$ cat config.mk
export PLATFORM = sky130hd
export DESIGN_NAME = pkt_capture
export DESIGN_NICKNAME = d
export VERILOG_FILES = /design/src/rtl/pkt_capture_pkg.sv /design/src/rtl/cap_wrgen.sv /design/src/rtl/cap_csr.sv /design/src/rtl/pkt_capture.sv
export SDC_FILE = /design/constraint.sdc
export NUM_CORES = 1
export LEC_CHECK = 0
export ABC_CLOCK_PERIOD_IN_PS = 1950
export BUFFER_PORTS_ARGS = -buffer_cell sky130_fd_sc_hd__buf_2
export CORE_ASPECT_RATIO = 1.1
export CORE_UTILIZATION = 47
export CTS_CLUSTER_DIAMETER = 120
export DETAILED_ROUTE_END_ITERATION = 8
export PLACE_DENSITY = 0.77
export SETUP_SLACK_MARGIN = 0.5
export SYNTH_ARGS = -nofsm -noshare
export SYNTH_HDL_FRONTEND = slang
export SYNTH_SLANG_ARGS = --single-unit
export TNS_END_PERCENT = 30
$ cat constraint.sdc
create_clock -name clk -period 1.95 [get_ports clk]
set_input_delay 0.585 -clock clk [delete_from_list [all_inputs] [get_ports clk]]
set_output_delay 0.585 -clock clk [all_outputs]
set_load 0.03 [all_outputs]
$ cat src/rtl/pkt_capture_pkg.sv
package pkt_capture_pkg;
  localparam int CSR_CNT_LSB   = 24;
  localparam int CSR_CNT_W     = 8;
  localparam int CSR_DONE_MSK  = 17;
  localparam int CSR_DONE_FLG  = 16;
  localparam int CSR_RUN       = 15;
  localparam int CSR_OVR_MSK   = 14;
  localparam int CSR_AFUL_MSK  = 13;
  localparam int CSR_LOCK_MSK  = 12;
  localparam int CSR_OVR_FLG   = 11;
  localparam int CSR_AFUL_FLG  = 10;
  localparam int CSR_LOCK_FLG  = 9;
  localparam int CSR_ACK       = 8;
  localparam int CSR_THR_W     = 7;

  typedef logic [CSR_CNT_W-1:0] pkt_cnt_t;
  typedef logic [CSR_THR_W-1:0] pkt_thr_t;

  typedef struct packed {
    logic done;
    logic ovr;
    logic aful;
    logic lock;
  } cap_flags_t;
endpackage

$ cat src/rtl/cap_wrgen.sv
module cap_wrgen
  import pkt_capture_pkg::*;
#(
  parameter int ADDR_W    = 32,
  parameter int DATA_W    = 32,
  parameter int PKT_WORDS = 47,
  parameter int BUF_PKTS  = 8
) (
  input  logic              clk,
  input  logic              rst_n,
  input  logic              run,
  input  logic              base_we,
  input  logic [ADDR_W-1:0] base_wdata,
  input  logic              in_valid,
  output logic              in_ready,
  input  logic [DATA_W-1:0] in_data,
  output logic              mem_wr,
  output logic [ADDR_W-1:0] mem_addr,
  output logic [DATA_W-1:0] mem_data,
  output pkt_cnt_t          cnt,
  output logic              ev_pkt,
  output pkt_cnt_t          new_cnt,
  output logic              ev_ovr
);
  localparam int WORD_BYTES = DATA_W / 8;
  localparam int BUF_BYTES  = PKT_WORDS * BUF_PKTS * WORD_BYTES;
  localparam int OFF_W      = $clog2(BUF_BYTES + 1);
  localparam int IDX_W      = $clog2(PKT_WORDS);
  localparam logic [IDX_W-1:0] LAST_IDX = IDX_W'(PKT_WORDS - 1);
  localparam pkt_cnt_t FULL_CNT = pkt_cnt_t'(BUF_PKTS);

  logic [ADDR_W-1:0] base_q;
  logic [OFF_W-1:0]  off_q;
  logic [IDX_W-1:0]  widx_q;
  pkt_cnt_t          cnt_q;
  logic              drop_q;

  logic fire, first_w, last_w, start_drop, dropping, wr_now;

  assign in_ready   = run && !base_we;
  assign fire       = in_valid && in_ready;
  assign first_w    = (widx_q == '0);
  assign last_w     = (widx_q == LAST_IDX);
  assign start_drop = fire && first_w && (cnt_q == FULL_CNT);
  assign dropping   = start_drop || drop_q;
  assign wr_now     = fire && !dropping;
  assign ev_pkt     = fire && last_w && !dropping;
  assign new_cnt    = cnt_q + pkt_cnt_t'(1);
  assign ev_ovr     = start_drop;
  assign cnt        = cnt_q;

  always_ff @(posedge clk or negedge rst_n) begin
    if (!rst_n) base_q <= '0;
    else if (base_we) base_q <= base_wdata;
  end

  always_ff @(posedge clk or negedge rst_n) begin
    if (!rst_n) begin
      off_q    <= '0;
      widx_q   <= '0;
      cnt_q    <= '0;
      drop_q   <= 1'b0;
      mem_wr   <= 1'b0;
      mem_addr <= '0;
      mem_data <= '0;
    end else if (!run || base_we) begin
      off_q  <= '0;
      widx_q <= '0;
      cnt_q  <= '0;
      drop_q <= 1'b0;
      mem_wr <= 1'b0;
    end else begin
      mem_wr <= wr_now;
      if (wr_now) begin
        mem_addr <= base_q + ADDR_W'(off_q);
        mem_data <= in_data;
        off_q    <= off_q + OFF_W'(WORD_BYTES);
      end
      if (fire) begin
        widx_q <= last_w ? '0 : widx_q + IDX_W'(1);
        if (last_w) drop_q <= 1'b0;
        else if (start_drop) drop_q <= 1'b1;
      end
      if (ev_pkt) cnt_q <= new_cnt;
    end
  end

  p_idle_no_write_r8: assert property (@(posedge clk) disable iff (!rst_n)
    !run |=> !mem_wr);
  p_cnt_bound_r5: assert property (@(posedge clk) disable iff (!rst_n)
    cnt_q <= FULL_CNT);
  p_drop_no_write_r5: assert property (@(posedge clk) disable iff (!rst_n)
    start_drop |=> !mem_wr);
  p_in_window_r2: assert property (@(posedge clk) disable iff (!rst_n)
    mem_wr |-> ((mem_addr - base_q) < ADDR_W'(BUF_BYTES)));
  p_cnt_step_r3: assert property (@(posedge clk) disable iff (!rst_n)
    ev_pkt |=> (cnt_q == $past(cnt_q) + pkt_cnt_t'(1)));
  p_rearm_r9: assert property (@(posedge clk) disable iff (!rst_n)
    base_we |=> (cnt_q == '0 && !mem_wr));
endmodule

$ cat src/rtl/cap_csr.sv
module cap_csr
  import pkt_capture_pkg::*;
#(
  parameter int BUF_PKTS = 8,
  parameter int DEF_THR  = BUF_PKTS / 2
) (
  input  logic        clk,
  input  logic        rst_n,
  input  logic        csr_we,
  input  logic [31:0] csr_wdata,
  output logic [31:0] csr_rdata,
  input  pkt_cnt_t    cnt,
  input  logic        ev_pkt,
  input  pkt_cnt_t    new_cnt,
  input  logic        ev_ovr,
  input  logic        lock_evt,
  output logic        run,
  output logic        irq
);
  localparam pkt_cnt_t AFUL_CNT = pkt_cnt_t'(BUF_PKTS - 1);

  cap_flags_t flg_q, msk_q, set_v;
  pkt_thr_t   thr_q;
  logic       run_q;

  assign set_v.done = ev_pkt && (new_cnt == pkt_cnt_t'(thr_q));
  assign set_v.ovr  = ev_ovr;
  assign set_v.aful = ev_pkt && (new_cnt == AFUL_CNT);
  assign set_v.lock = lock_evt;

  always_ff @(posedge clk or negedge rst_n) begin
    if (!rst_n) begin
      run_q <= 1'b0;
      msk_q <= '1;
      thr_q <= pkt_thr_t'(DEF_THR);
    end else if (csr_we) begin
      run_q      <= csr_wdata[CSR_RUN];
      msk_q.done <= csr_wdata[CSR_DONE_MSK];
      msk_q.ovr  <= csr_wdata[CSR_OVR_MSK];
      msk_q.aful <= csr_wdata[CSR_AFUL_MSK];
      msk_q.lock <= csr_wdata[CSR_LOCK_MSK];
      thr_q      <= csr_wdata[CSR_THR_W-1:0];
    end
  end

  always_ff @(posedge clk or negedge rst_n) begin
    if (!rst_n) flg_q <= '0;
    else if (!run_q) flg_q <= '0;
    else if (csr_we && csr_wdata[CSR_ACK]) flg_q <= set_v;
    else flg_q <= flg_q | set_v;
  end

  assign run = run_q;
  assign irq = |(flg_q & ~msk_q);

  always_comb begin
    csr_rdata = '0;
    csr_rdata[CSR_CNT_LSB +: CSR_CNT_W] = cnt;
    csr_rdata[CSR_DONE_MSK] = msk_q.done;
    csr_rdata[CSR_DONE_FLG] = flg_q.done;
    csr_rdata[CSR_RUN]      = run_q;
    csr_rdata[CSR_OVR_MSK]  = msk_q.ovr;
    csr_rdata[CSR_AFUL_MSK] = msk_q.aful;
    csr_rdata[CSR_LOCK_MSK] = msk_q.lock;
    csr_rdata[CSR_OVR_FLG]  = flg_q.ovr;
    csr_rdata[CSR_AFUL_FLG] = flg_q.aful;
    csr_rdata[CSR_LOCK_FLG] = flg_q.lock;
    csr_rdata[CSR_THR_W-1:0] = thr_q;
  end

  p_ack_clears_r7: assert property (@(posedge clk) disable iff (!rst_n)
    (run_q && csr_we && csr_wdata[CSR_ACK] && csr_wdata[CSR_RUN]
     && !ev_pkt && !ev_ovr && !lock_evt) |=> (flg_q == '0 && !irq));
  p_ovr_sets_r5: assert property (@(posedge clk) disable iff (!rst_n)
    (run_q && ev_ovr) |=> flg_q.ovr);
  p_quiet_in_reset_r8: assert property (@(posedge clk) disable iff (!rst_n)
    !run_q |=> !irq);
  p_done_sets_r4: assert property (@(posedge clk) disable iff (!rst_n)
    (run_q && ev_pkt && new_cnt == pkt_cnt_t'(thr_q)) |=> flg_q.done);
endmodule

$ cat src/rtl/pkt_capture.sv
module pkt_capture
  import pkt_capture_pkg::*;
#(
  parameter int ADDR_W    = 32,
  parameter int DATA_W    = 32,
  parameter int PKT_WORDS = 47,
  parameter int BUF_PKTS  = 8
) (
  input  logic              clk,
  input  logic              rst_n,
  input  logic              in_valid,
  output logic              in_ready,
  input  logic [DATA_W-1:0] in_data,
  input  logic              lock_evt,
  input  logic              csr_we,
  input  logic [31:0]       csr_wdata,
  output logic [31:0]       csr_rdata,
  input  logic              base_we,
  input  logic [ADDR_W-1:0] base_wdata,
  output logic              mem_wr,
  output logic [ADDR_W-1:0] mem_addr,
  output logic [DATA_W-1:0] mem_data,
  output logic              irq
);
  pkt_cnt_t cnt, new_cnt;
  logic     run, ev_pkt, ev_ovr;

  cap_wrgen #(
    .ADDR_W(ADDR_W), .DATA_W(DATA_W),
    .PKT_WORDS(PKT_WORDS), .BUF_PKTS(BUF_PKTS)
  ) u_wrgen (
    .clk(clk), .rst_n(rst_n), .run(run),
    .base_we(base_we), .base_wdata(base_wdata),
    .in_valid(in_valid), .in_ready(in_ready), .in_data(in_data),
    .mem_wr(mem_wr), .mem_addr(mem_addr), .mem_data(mem_data),
    .cnt(cnt), .ev_pkt(ev_pkt), .new_cnt(new_cnt), .ev_ovr(ev_ovr)
  );

  cap_csr #(.BUF_PKTS(BUF_PKTS)) u_csr (
    .clk(clk), .rst_n(rst_n),
    .csr_we(csr_we), .csr_wdata(csr_wdata), .csr_rdata(csr_rdata),
    .cnt(cnt), .ev_pkt(ev_pkt), .new_cnt(new_cnt), .ev_ovr(ev_ovr),
    .lock_evt(lock_evt), .run(run), .irq(irq)
  );
endmodule

==> results of run 1 <==
==> registers in the layout, summed over array words and instances, names as in the netlist <==
signal / count
u_csr.thr_q: 7
u_csr.csr_rdata: 8
u_wrgen.widx_q: 6
u_wrgen.cnt: 8
u_wrgen.base_q: 32
u_csr.run: 1
u_wrgen.mem_wr: 1
u_wrgen.mem_addr: 32
u_wrgen.drop_q: 1
u_wrgen.off_q: 9
u_wrgen.mem_data: 32
==> stage by stage <==
| stage | setup TNS [ns] | setup slack, ns | cells | instance area [um^2] | total power (uW) |
|---|---|---|---|---|---|
| 2_1_floorplan | -0.486 | -0.0475 | 668 | 6740 | 4750 |
| 3_3_place_gp | -2.12 | -0.178 | 1044 | 8020 | 5400 |
| 3_5_place_dp | -3.28 | -0.271 | 1044 | 8020 | 5450 |
| 4_1_cts | -0.950 | -0.116 | 1112 | 10300 | 9320 |
| 5_1_grt | -4.25 | -0.233 | 1136 | 11000 | 9990 |
| 6_report | -1.94 | -0.201 | 1136 | 11000 | 9640 |
==> routing by layer <==
metal / GRT usage [%] / routed length (um) / vias up
met5: 0 / 13 / -
met4: 12.4 / 775 / 2
met3: 9.46 / 1620 / 79
met2: 50.8 / 11900 / 332
met1: 32.9 / 8290 / 3062
li1: - / - / 2806
==> power by group <==
part | internal, uW | total (uW) | leakage (uW) | switching, uW
clock network | 1880 | 3170 | 0.000283 | 1290
logic | 1290 | 2810 | 0.00311 | 1520
registers | 3250 | 3670 | 0.00169 | 422
total | 6410 | 9640 | 0.00509 | 3230
==> cells by family (layout without fill, tap and decap cells) <==
| logic type | count (synthesis) | count (layout) | share of synthesized area [%] |
|---|---|---|---|
| AOI/OAI and AO/OA | 101 | 101 | 9.37 |
| adders and majority gates | 17 | 17 | 3.20 |
| other | 1 | 9 | 0.0565 |
| DFF | 137 | 137 | 51.7 |
| xor gates and xnor gates | 43 | 43 | 5.67 |
| buffers and inverters | 54 | 334 | 4.35 |
| muxes | 41 | 41 | 6.93 |
| and+or+nand+nor | 266 | 266 | 18.7 |
==> worst max-delay path by stage <==
| stage | end | cells past startpoint |
|---|---|---|
| final | u_wrgen.mem_addr[26] | 8 |
| after global routing | u_wrgen.mem_addr[26] | 7 |
| after CTS | u_wrgen.mem_addr[22] | 8 |
| after detailed placement | u_wrgen.mem_addr[28] | 6 |
| after global placement | u_wrgen.mem_addr[28] | 7 |
| after floorplan | u_wrgen.off_q[9] | 11 |
==> area by class of cell <==
type	instances	area (um^2)	share of cell area [%]
Inverter	15	85.1	0.773
Multi-Input combinational cell	477	3880	35.2
Clock inverter	15	153	1.39
Clock buffer	17	425	3.86
Timing Repair Buffer	286	2780	25.2
Tap cell	188	235	2.14
Sequential cell	137	3450	31.3
Timing Repair inverter	1	16.3	0.148
==> Yosys cell counts (3+ instances only) <==
cell type  count
or3_1          3
xor2_1        22
buf_4         11
buf_6          3
a31oi_1        5
and4_1         4
xnor2_1       21
nor2_1        24
ha_1          17
buf_1          4
o31ai_1        8
nand3_1       16
buf_2         12
a21oi_1       16
dfstp_2        5
o311ai_0       3
nand2b_1       4
inv_1         13
nor3_1        13
nand2_1      162
a211oi_1       4
nor2b_1        6
mux2_2        40
and3_1         5
nand4_1        9
dfrtp_1      132
o21ai_0       47
clkbuf_1       9
==> what timing repair did <==
action,CTS,global route
pin swaps,124,72
setup buffers,28,19
gates cloned,8,5
resized for setup,379,113
setup endpoints to repair,180,181
==> summary.md, run 1 <==
| Metric | Value |
|---|---|
| Max Slew Vio Count | 0 |
| Die ar. | 0.0146 mm^2 |
| Endpoints failing setup | 24 |
| Clk buf depth | 2 |
| Failing checks | setup timing |
| Htree depth | 4 |
| CP endpoint kind | register |
| Die Y | approximately 130 um |
| DRC | 0 |
| Most Frequent Cell on Critical Path | buf_4 |
| FF-to-FF Start | u_wrgen.off_q[10] |
| Vias in the first global route | approximately 6,300 |
| Worst r2r dst | u_wrgen.mem_addr[26] |
| Crit path DAT | 2.47 ns |
| Gate Count Post-Synth | between 600 and 700 |
| Layout net count | 1,054 |
| Top Family by Delay on Critical Path | compound AO/OA/AOI/OAI gates |
| Yosys warns | 0 |
| Clk sinks | roughly 140 |
| Antenna-violating nets left | 0 |
| Die W | 115 um |
| DR pass1 iterations | 5 |
| DR vias | ~6,300 |
| Critical-path cell list | ha_4 -> buf_4 -> inv_1 -> o22ai_4 -> buf_4 -> o311ai_0 -> xor2_1 -> o21ai_0 |
| Worst-path maximum fanout | 4 |
| Worst Clk Skew | 0.00916 ns |
| Async set or reset register ratio after synthesis | 100% |
| Commonest non-fill, non-tap cell in the layout | dfrtp_1 |
| Commonest cells after routing, fill and taps aside | 123 x dfrtp_1, 118 x buf_6, 87 x nand2_1 |
| Crit path buf inv count | 3 |
| Aggregate global routing overflow | 0 |
| Starting density of the core | 48.1% |
| Pwr dens | approximately 880 mW/mm^2 |
| Initial antenna violation count | 1 |
| Via density | ~5.5 |
| First-pass GRT wire length | between 30,000 and 40,000 um |
| Layout cells sized above 1 | between 50% and 60% |
| Total length of routed wires | between 20,000 and 25,000 um |
| Worst skew pair latency | around 0.43 ns |
| Max_slew headroom | approximately three fifths |
| Leading area contributor after synthesis | dfrtp_1 |
| Seq cells post-synth | 137 |
| Startpoint types | register |
| Worst R2R Path Depth | 8 |
| Fmax | roughly 460 MHz |
| Number of hold buffers added after cts | 0 |
| Worst hold path class | input port to asynchronous set/reset pin |
| Post-synth top flop | dfrtp_1 |
| CP max stage cell | o311ai_0 |
| Post-route setup slack | -0.201 ns |
| Crit. Startpoint | u_wrgen.off_q[10] |
| Clk pin slew, worst setup/hold paths | around 0.060 ns |
| Fill cell count | between 700 and 800 |
| Row count | 45 |
| CTS Buf Count | 17 |
| CP Class | register to register |
| Least-Margin Pin Slew | ~0.57 ns |
| Hold Worst Slack | between 0.03 and 0.04 ns |
| Inserted Diodes | 0 |
| Sequential fraction of the synthesis area | roughly 52% |
| Unique cell type count in the Yosys netlist | between 60 and 70 |
| P_leak | 0.00509 uW |
| Post-synth EDFFs | 0 |
| I/O Buffers | 173 |
| Critical Path RT | roughly 2.3 ns |
| Post-synth design cell area | 0.00664 mm^2 |
| Gr usage total | approximately 29% |
| Maxcap violations | 0 |
| Final HPWL DP | 11,500 um |
| RSZ-0062 raised after global routing | yes |
| Final Hold Vio Count | 0 |
| Largest cells by area after synthesis | dfrtp_1 50%, nand2_1 9.2%, mux2_2 6.8% |
| CTS tree | built |
| Outcome | complete, but fails checks |
| Core Region | 0.0138 mm^2 |
| Maximum vdd drop | between 0.8 and 0.9 mV |
| GPL Wtd Cong | between 0.8 and 0.9 |
| Top cell type's share of synthesized area | about half |
| Final Util | between 70% and 80% |
| Clk root buf | clkbuf_16 |
| Pin count of the biggest net entering global routing | 44 |
| I/O pin count | 201 |
| DRT iter0 DRCs | between 400 and 500 |
| Largest stage delay on the critical path | 0.53 ns |
| Period utilisation layout | 110% |
| Area grow syn2layout | 65.8% |
| Reg2reg setup slack | -0.20 ns |
| Final Critical Period | between 2 and 2.5 ns |
| Syn avg cell area | 10.1 um^2 |
| Avg WL per Cell | 19.9 um |
(Power assumes the default switching activity.)
==> run 2, diff against run 1 <==
- ABC_AREA: default -> 1
- CORE_UTILIZATION: 47 -> 48
==> summary.md, run 2 <==
| Metric | Value |
|---|---|
| Vias in the first global route | 6,753 (+7.9%) |
| Layout cells sized above 1 | 47.0% (-10 points) |
| GRT met2 Usage | 47.5% (-3.3 points) |
| Die Y | 129 um (+2.0%) |
| Unique cell type count in the Yosys netlist | 40 (-38%) |
| Aggregate global routing overflow | 0 (unchanged) |
| Post-synth EDFFs | 0 (unchanged) |
| FF-to-FF Start | u_wrgen.off_q[6] |
| Post-synthesis mux area share | 0.319% (-6.6 points) |
| Final Critical Period | 1.89 ns (-0.258 ns) |
| Seq cells post-synth | 137 (unchanged) |
| Worst skew pair latency | 0.43 ns (about the same) |
| Endpoints failing setup | 0 (-100%) |
| DRT iter0 DRCs | 718 (+57%) |
| Gr usage total | 28.3% (-1.0 points) |
| Core Region | 0.0144 mm^2 (+4.3%) |
| Maxcap violations | 0 (unchanged) |
| Top cell type's share of synthesized area | 46.8% (-3.0 points) |
| Least-Margin Pin Slew | 0.509 ns (-0.0657 ns) |
| Post-Synth Simple-Gate Area | 31.3% (+13 points) |
| Largest cells by area after synthesis | dfrtp_1 47%, nand2_1 20%, inv_1 4.6% |
| Compound-cell area share of the yosys netlist | 7.03% (-2.3 points) |
| Syn avg cell area | 7.78 um^2 (-23%) |
| Htree depth | 4 (unchanged) |
| Total length of routed wires | 25,300 um (+12%) |
| I/O Buffers | 173 (unchanged) |
| GPL Wtd Cong | 0.881 (+6.6%) |
| DR pass1 iterations | 8 (+3) |
| Die W | 118 um (+2.0%) |
| Crit. Startpoint | u_wrgen.off_q[6] |
| Starting density of the core | 49.1% (+0.96 points) |
| Gate Count Post-Synth | 908 (+38%) |
| CP endpoint kind | register |
| First-pass GRT wire length | 33,500 um (+3.7%) |
| Sequential fraction of the synthesis area | 48.6% (-3.1 points) |
| Crit path DAT | 2.21 ns (-0.26 ns) |
| Max Slew Vio Count | 0 (unchanged) |
| Clk sinks | 137 (unchanged) |
| Post-synth design cell area | 0.00706 mm^2 (+6.4%) |
| Die ar. | 0.0152 mm^2 (+4.1%) |
| Post-synthesis adder-cell area fraction | 3.01% (-0.19 points) |
| Main combinational cell family by area after synthesis | simple AND/OR/NAND/NOR gates |
| CTS tree | built |
| Dpl cells | 1,271 (+22%) |
| DR vias | 7,670 (+22%) |
| Final Hold Vio Count | 0 (unchanged) |
| Top cells by count, synth | 368 x nand2_1, 132 x dfrtp_1, 86 x inv_1 |
| Layout net count | 1,293 (+23%) |
| CP Class | register to register |
| Avg WL per Cell | 18.4 um (-7.6%) |
| Critical Path RT | 2.27 ns (about the same) |
| Area grow syn2layout | 57.9% |
| GR Layer Usage met3 | 6.69% (-2.8 points) |
| Via density | 5.56 (+0.52%) |
| Pin count of the biggest net entering global routing | 54 (+23%) |
| Most frequent cell after synthesis | nand2_1 |
| Max_slew headroom | 65.8% (+4.6 points) |
| RSZ-0062 raised after global routing | yes |
| Clk root buf | clkbuf_16 |
| Yosys warns | 0 (unchanged) |
| Startpoint types | register |
| Fin Setup TNS | 0 ns (+1.94 ns) |
| Outcome | completed |
| Final Non-Filler Cells | 1,380 (+21%) |
| Worst-path maximum fanout | 8 (+4) |
| Antenna-violating nets left | 0 (unchanged) |
| Post-synth top flop | dfrtp_1 |
| Commonest cells after routing, fill and taps aside | 251 x nand2_1, 170 x buf_2, 126 x dfrtp_1 |
| Row count | 46 (+2.2%) |
| Busiest metal layer after global routing | met2 |
| P_leak | 0.00585 uW (+15%) |
| Fill cell count | 931 (+30%) |
| Post-Synth XOR/XNOR Area | 1.86% (-3.8 points) |
| Async set or reset register ratio after synthesis | 100% (unchanged) |
| Commonest non-fill, non-tap cell in the layout | nand2_1 |
| Clk pin slew, worst setup/hold paths | 0.06 ns (about the same) |
| Number of hold buffers added after cts | 0 (unchanged) |
| Largest registers | u_wrgen.base_q x32, u_wrgen.mem_addr x32, u_wrgen.mem_data x32 |
| CTS Buf Count | 17 (unchanged) |
| Pwr dens | 841 mW/mm^2 (-4.0%) |
| Maximum vdd drop | 0.642 mV (-24%) |
| Period utilisation layout | 97.1% (-13 points) |
| Worst Clk Skew | 0.00892 ns (-0.000234 ns) |
| Leading area contributor after synthesis | dfrtp_1 |
| Initial antenna violation count | 1 (unchanged) |
| Final HPWL DP | 12,900 um (+12%) |
| Fmax | 528 MHz (+14%) |
| Clk buf depth | 2 (unchanged) |
| Worst hold path class | input port to asynchronous set/reset pin |
| Grt met1 use | 34.4% (+1.5 points) |
| I/O pin count | 201 (unchanged) |
| DRC | 0 (unchanged) |
[run 2: cell types whose count changed in the layout (fill, tap and decap cells not counted), moves of 13 or more]
| cell | before | now |
|---|---|---|
| nand2_1 | 87 | 251 |
| buf_6 | 118 | 9 |
| buf_2 | 81 | 170 |
| inv_1 | 7 | 68 |
| mux2_2 | 40 | 2 |
| nand2_2 | 48 | 75 |
| nand3_1 | 11 | 38 |
| o21ai_0 | 14 | 40 |
| nand2_4 | 27 | 45 |
| o21ai_1 | 21 | 6 |
| xnor2_1 | 19 | 5 |
| nand3_2 | 4 | 17 |
| xor2_1 | 19 | 6 |
[run 2: critical path: stages, from the launching register on]
cell     delay (ns)
dfrtp_1        0.43
ha_4           0.36
a21oi_4        0.08
or2_4          0.28
nand2_2        0.08
nand2_2        0.06
nand3_4        0.17
nand2_2        0.08
nand2_2        0.06
nand2_1        0.06
nand2_1        0.06
nand2_1        0.05
[run 2: path summary, 6_finish.rpt]
kind                                   endpoint  depth (start not counted)  slack [ns]
max reg2reg                u_wrgen.mem_addr[29]                         11        0.06
max                        u_wrgen.mem_addr[29]                         11        0.06
min reg2reg                u_wrgen.mem_data[20]                          2        0.48
min in group clk            u_wrgen.mem_data[2]                          3        0.35
min                              u_csr.thr_q[0]                          1        0.06
max in group asynchronous    u_wrgen.base_q[13]                          2        1.31
[run 2: timing repair]
action	CTS	global route
buffers inserted	44	20
pin swaps	54	69
cloned	12	0
endpoints found under the setup margin	179	181
resized for setup	163	175
[run 2: final cells by class]
| class | instances | area, um^2 | area share (%) |
|---|---|---|---|
| diodes | 1 | 2.50 | 0.0224 |
| clock buffers | 22 | 494 | 4.43 |
| clock inverters | 10 | 163 | 1.46 |
| inverters | 90 | 372 | 3.33 |
| multi-input cells | 656 | 4230 | 37.9 |
| flip-flops and latches | 137 | 3440 | 30.9 |
| well taps | 192 | 240 | 2.15 |
| repair buffers | 271 | 2200 | 19.7 |
| repair inverters | 1 | 11.3 | 0.101 |
[run 2: power breakdown]
part / internal (uW) / switching, uW / leakage [uW]
Clock: 2310 / 1240 / 0.000319
Combinational: 801 / 1500 / 0.00381
Sequential: 3220 / 299 / 0.00173
[run 2: metrics by stage]
stage	worst slack (ns)	util [%]	instance area [um^2]	total power [uW]	hold WS, ns
after floorplan	0.263	-	7190	4680	0.289
after global placement	0.0354	58.0	8340	5290	0.457
after detailed placement	0.0000719	58.0	8340	5330	0.461
after CTS	0.0660	71.6	10300	9120	0.0687
after global routing	0.0222	77.5	11200	9710	0.0773
final	0.0575	77.5	11200	9370	0.0578
[run 2: kinds of logic (layout without fill, tap and decap cells)]
group / after synthesis / in the layout
multiplexers: 2 / 2
other: 1 / 10
flip-flops: 137 / 137
XOR/XNOR: 15 / 15
buffers and inverters: 123 / 394
AO/OA/AOI/OAI: 90 / 90
adder cells (fa/ha/maj): 17 / 17
AND/OR/NAND/NOR: 523 / 523
[run 2: routing by layer]
| metal | vias up | part of all wire [%] |
|---|---|---|
| met1 | 3627 | 37 |
| met3 | 130 | 8.3 |
| met4 | 0 | 5.6 |
| li1 | 3423 | - |
| met2 | 490 | 49 |
| met5 | - | 0 |
